$ cat src/rtl/trgo_select_pkg.sv
package trgo_select_pkg;

    localparam int MODE_W = 4;
    localparam int SMS_W  = 4;

    // Mode codes with an assigned source; every other value is reserved
    typedef enum logic [MODE_W-1:0] {
        MD_SW_UPDATE  = 4'd0,
        MD_CNT_ENABLE = 4'd1,
        MD_UPDATE     = 4'd2,
        MD_CC1_PULSE  = 4'd3,
        MD_REF_FIRST  = 4'd4,
        MD_ENC_CLOCK  = 4'd8
    } trgo_mode_e;

    // Bit positions inside the source vector
    localparam int SRC_SW   = 0;
    localparam int SRC_CEN  = 1;
    localparam int SRC_UPD  = 2;
    localparam int SRC_CC1  = 3;
    localparam int SRC_REF0 = 4;

    // Slave modes under which an encoder clock exists
    function automatic logic enc_mode_allowed(input logic [SMS_W-1:0] sms);
        logic ok;
        unique case (sms)
            4'b0001, 4'b0010, 4'b0011: ok = 1'b1;
            4'b1010, 4'b1011, 4'b1100,
            4'b1101, 4'b1110, 4'b1111: ok = 1'b1;
            default:                   ok = 1'b0;
        endcase
        return ok;
    endfunction

endpackage

$ cat src/rtl/trgo_select_sources.sv
module trgo_select_sources
    import trgo_select_pkg::*;
#(
    parameter int NUM_REF = 4,
    localparam int NSRC   = SRC_REF0 + NUM_REF + 1
) (
    input  logic               sw_update,
    input  logic               cnt_enable,
    input  logic               gated_mode,
    input  logic               trig_in,
    input  logic               update_evt,
    input  logic               cc1_evt,
    input  logic [NUM_REF-1:0] oc_ref,
    input  logic               enc_clk,
    output logic [NSRC-1:0]    src
);

    logic gate_term;

    // The trigger input gates the enable only in gated slave mode
    assign gate_term = gated_mode ? trig_in : 1'b1;

    assign src[SRC_SW]  = sw_update;
    assign src[SRC_CEN] = cnt_enable & gate_term;
    assign src[SRC_UPD] = update_evt;
    // Every event strobe is a pulse, whether or not a flag is already set
    assign src[SRC_CC1] = cc1_evt;

    for (genvar i = 0; i < NUM_REF; i++) begin : g_ref
        assign src[SRC_REF0 + i] = oc_ref[i];
    end

    assign src[NSRC-1] = enc_clk;

endmodule

$ cat src/rtl/trgo_select_decode.sv
module trgo_select_decode
    import trgo_select_pkg::*;
#(
    parameter int NUM_REF = 4,
    localparam int NSRC   = SRC_REF0 + NUM_REF + 1
) (
    input  logic [MODE_W-1:0] mode_code,
    input  logic [SMS_W-1:0]  slave_mode,
    output logic [NSRC-1:0]   sel,
    output logic              enc_bad
);

    trgo_mode_e mode_e;

    assign mode_e = trgo_mode_e'(mode_code);

    always_comb begin
        sel     = '0;
        enc_bad = 1'b0;
        case (mode_e)
            MD_SW_UPDATE:  sel[SRC_SW]  = 1'b1;
            MD_CNT_ENABLE: sel[SRC_CEN] = 1'b1;
            MD_UPDATE:     sel[SRC_UPD] = 1'b1;
            MD_CC1_PULSE:  sel[SRC_CC1] = 1'b1;
            MD_ENC_CLOCK: begin
                if (enc_mode_allowed(slave_mode)) begin
                    sel[NSRC-1] = 1'b1;
                end else begin
                    enc_bad = 1'b1;
                end
            end
            default: ;
        endcase
        // Compare reference codes sit consecutively from the first ref code
        for (int i = 0; i < NUM_REF; i++) begin
            if (mode_code == MODE_W'(int'(MD_REF_FIRST) + i)) begin
                sel[SRC_REF0 + i] = 1'b1;
            end
        end
    end

endmodule

$ cat src/rtl/trgo_select.sv
module trgo_select
    import trgo_select_pkg::*;
#(
    parameter int NUM_REF = 4
) (
    input  logic               clk,
    input  logic               rst_n,
    input  logic [MODE_W-1:0]  mode_code,
    input  logic [SMS_W-1:0]   slave_mode,
    input  logic               sw_update,
    input  logic               cnt_enable,
    input  logic               gated_mode,
    input  logic               trig_in,
    input  logic               update_evt,
    input  logic               cc1_evt,
    input  logic [NUM_REF-1:0] oc_ref,
    input  logic               enc_clk,
    output logic               trgo,
    output logic               cfg_illegal
);

    localparam int NSRC = SRC_REF0 + NUM_REF + 1;

    logic [NSRC-1:0] src;
    logic [NSRC-1:0] sel;
    logic            enc_bad;
    logic            trg_d;

    trgo_select_sources #(.NUM_REF(NUM_REF)) u_sources (
        .sw_update  (sw_update),
        .cnt_enable (cnt_enable),
        .gated_mode (gated_mode),
        .trig_in    (trig_in),
        .update_evt (update_evt),
        .cc1_evt    (cc1_evt),
        .oc_ref     (oc_ref),
        .enc_clk    (enc_clk),
        .src        (src)
    );

    trgo_select_decode #(.NUM_REF(NUM_REF)) u_decode (
        .mode_code  (mode_code),
        .slave_mode (slave_mode),
        .sel        (sel),
        .enc_bad    (enc_bad)
    );

    // One-hot AND-OR selection; an all-zero select gives a low line
    assign trg_d = |(src & sel);

    always_ff @(posedge clk or negedge rst_n) begin
        if (!rst_n) begin
            trgo        <= 1'b0;
            cfg_illegal <= 1'b0;
        end else begin
            trgo        <= trg_d;
            cfg_illegal <= enc_bad;
        end
    end

endmodule

$ cat config.mk
export PLATFORM = sky130hd
export DESIGN_NAME = trgo_select
export DESIGN_NICKNAME = d
export VERILOG_FILES = /design/src/rtl/trgo_select_pkg.sv /design/src/rtl/trgo_select_sources.sv /design/src/rtl/trgo_select_decode.sv /design/src/rtl/trgo_select.sv
export SDC_FILE = /design/constraint.sdc
export NUM_CORES = 1
export LEC_CHECK = 0
export ABC_CLOCK_PERIOD_IN_PS = 800
export BUFFER_PORTS_ARGS = -buffer_cell sky130_fd_sc_hd__buf_2
export CAP_MARGIN = 20
export CORE_AREA = 8 8 45 47
export DETAILED_ROUTE_END_ITERATION = 8
export DIE_AREA = 0 0 53 55
export SYNTH_ARGS = -nofsm -noshare
export SYNTH_HDL_FRONTEND = slang
export SYNTH_SLANG_ARGS = --single-unit
$ cat constraint.sdc
create_clock -name clk -period 0.8 [get_ports clk]
set_clock_uncertainty 0.15 [all_clocks]
set_input_delay 0.08 -clock clk [delete_from_list [all_inputs] [get_ports clk]]
set_output_delay 0.08 -clock clk [all_outputs]
set_load 0.03 [all_outputs]
==> results.md <==
CTS:
- In this run the post-CTS setup repair buffer count came out at 0.
- The cell sitting at the root of the clock tree is a clkbuf_4.
- The clock passes through at most 2 buffers.
- The total clock buffers created by CTS is 3.
- After clock tree synthesis, the clock-pin slew on the worst setup and hold paths is 30 ps.
- CTS built an H-tree with a depth of 1.
- The clock net in this run drives a total of 2 sinks.
- The TritonCTS clock tree is built.

Finish:
- The library cell used most frequently in the layout, excluding fill and tap cells, is buf_2.
- The net count of the finished layout is 70.
- In the final layout, the share of cells above drive strength 1 is 0.766.
- The library cells used most frequently in the layout, excluding fill and tap cells, are buf_2 (19), clkbuf_4 (3), buf_4 (3).
- For this run, the share of the core covered by cells in the final layout is 0.297.
- The area growth from synthesis to final layout is 109%.
- The antenna diode instance count is 0.

Drt:
- The post-detailed-routing wire length is 687 um.
- Using the TritonRoute via totals, the vias-per-cell ratio works out to roughly 4.0.
- Dividing the detail-routed wire length by the instance count gives 10.9 um.
- The length of the first detailed-routing pass in iterations is 1.
- The count of nets left with antenna violations once routing finished came out at 0.
- The total via count after detailed routing is 251.
- After detailed routing, the number of remaining DRC violations is 0.
- The number of design-rule violations left by the first detailed-router iteration is 0.

Setup path:
- For the worst setup path, the data required time is ~740 ps.
- The count of buffer and inverter cells on the critical path is 1.
- For the worst setup path, the data arrival time is 900 ps.
- The critical path startpoint category is an input port.
- The slowest cell on the critical path is mux4_2.
- The delay of the slowest critical-path stage is around 500 ps.
- The maximum fanout count along the critical path is 4.
- The family of cells with the greatest summed delay on the critical path is multiplexers.
- The signal on the critical path passes through buf_8, mux4_2, a22oi_2, o221ai_2.
- STA classifies the critical path endpoint as a flop.
- The kind of critical path is in -> reg.

Synthesis:
- Averaged over all synthesized cells, the footprint is about 11 um^2.
- For this run, the number of Yosys warnings is 0.
- The number of unique standard cell types used by synthesis is 16.
- Synthesis inferred 2 register bits.
- The cell count after synthesis is 18.
- The cell area after technology mapping is slightly below 200 um^2.
- Synthesis produced a netlist with a net count of 39.
- Of the synthesized area, sequential elements account for 0.255.

GRT:
- For met1 alone, demand over resource in global routing was 0.0366.
- In the global route stage, overall resource usage came out at 0.0525.
- The number of antenna violations at the first check in global routing was 0.
- The pin count of the biggest net entering global routing is 5.
- The via count of the first global-routing pass came to roughly 280.
- The met3 layer usage reported by global route is 0.0267.
- The first global-routing pass estimated around 1000 um of wire.
- The remaining global-route overflow is 0.
- After global routing, the most crowded layer is met2.
- The met2 track utilization from global routing is 0.0859.

Timing:
- The routed design could run at a clock period as short as 963 ps.
- The total count of hold-check failures in the final report is 0.
- The setup slack of the critical path after layout is -163 ps.
- Setup repair after global routing could not meet its margin everywhere.
- The normalized max-slew margin is 0.844.
- The summed negative setup slack over all endpoints is -451 ps.
- The part of the cycle the worst path needs is 1.20.
- The transition time at the pin with the least slew margin is 233 ps.
- The achievable clock frequency is 1040 MHz.
- The count of pins over their slew limit came to 0.
- Setup violations remaining at the end of the flow were counted as 3.
- Final hold analysis gives a worst-case slack of approximately 15 ps.

Hold path:
- The worst hold path begins at enc_clk.
- The path class of the tightest hold or removal check is in -> reg.
- The worst hold path passes through 3 cells.
- The worst hold path terminates at trgo.

Run status:
- The run finished, with violations left.
- The final reports fail on setup timing.

Die:
- Pin placement for this block handled 23 I/O pins.
- The initial utilization of the core area, before any placement, comes to 0.142.
- From left edge to right edge, the die measures between 50 and 60 um.
- The die outline area is between 0.002 and 0.003 mm^2.
- The core outline area is 0.00138 mm^2.
- From bottom edge to top edge, the die measures 55 um.
- The initialized floorplan defines 14 standard-cell rows.

Placed design:
- The number of port buffers is 22.
- At the end of routability-driven placement, the weighted congestion stood at 0.711.

Power:
- Power comes to 484 uW.
- In this run the static leakage power is 0.198 nW.
- The areal power density over the cells is 1180 mW/mm^2.
- The peak supply drop is 0.300 mV.

Job:
- The tool flagged a number of max-cap violations equal to 0.
flip-flops by register name (all words and copies together) (netlist names):
name	flops
trgo	1
cfg_illegal	1
worst max path at each step:
stage            startpoint  endpoint  slack (ps)  cells after the start
6_report       mode_code[0]      trgo        -160                      4
4_1_cts        mode_code[0]      trgo        -200                      4
2_1_floorplan  mode_code[0]      trgo        -270                      3
3_3_place_gp   mode_code[0]      trgo        -440                      4
3_5_place_dp   mode_code[0]      trgo        -450                      4
5_1_grt                trgo      trgo        -170                      1
power by group:
group / internal [mW] / switching, mW / total, mW / leakage (nW)
registers: 0.107 / 0.00222 / 0.110 / 0.0269
logic: 0.0993 / 0.0567 / 0.156 / 0.158
clock network: 0.165 / 0.0534 / 0.219 / 0.0138
Yosys cell counts:
| master | n | area (um^2) |
|---|---|---|
| nor2b_1 | 1 | 6.26 |
| or3_1 | 1 | 6.26 |
| o2111ai_1 | 1 | 8.76 |
| mux4_2 | 1 | 22.5 |
| and2b_4 | 1 | 10.0 |
| mux2_2 | 1 | 11.3 |
| nor4b_1 | 1 | 8.76 |
| or2_2 | 1 | 6.26 |
| a31oi_1 | 1 | 6.26 |
| dfrtp_1 | 2 | 50.1 |
| o21ai_0 | 1 | 5.00 |
| nand2b_1 | 2 | 12.5 |
| a22oi_2 | 1 | 12.5 |
| and2_1 | 1 | 6.26 |
| and2b_2 | 1 | 8.76 |
| o221ai_2 | 1 | 15.0 |
per-stage QoR:
step | setup WS, ps | area (um^2) | std cells
after floorplan | -273 | 196 | 18
after global placement | -437 | 349 | 59
after detailed placement | -455 | 349 | 59
after CTS | -199 | 404 | 63
after global routing | -166 | 410 | 63
final | -163 | 410 | 63
layer usage:
layer  vias up  routed length, um  share of wire
met5         -                  0              0
met4         0                  0              0
met3         0                 76           0.11
met2        11                408           0.59
met1       109                203           0.30
li1        131                  -              -
area by class of cell:
type                    instances  area (um^2)
repair buffers                 26          165
clock buffers                   3         22.5
fillers                       157          973
well taps                      16         20.0
flip-flops and latches          2         50.0
multi-input cells              16          153
repair_timing:
action,in CTS,in global routing
pin swaps,2,2
setup endpoints to repair,3,4
gates cloned,0,0
hold buffers,1,0
gates resized for setup,7,1
endpoints found under the hold margin,2,0
logic make-up after synthesis:
kind of cell       after synthesis  share of synthesized area
muxes                            2                      0.172
and+or+nand+nor                  9                      0.331
AOI/OAI and AO/OA                5                      0.242
DFF                              2                      0.255
Power figures use the tool's default switching activity.
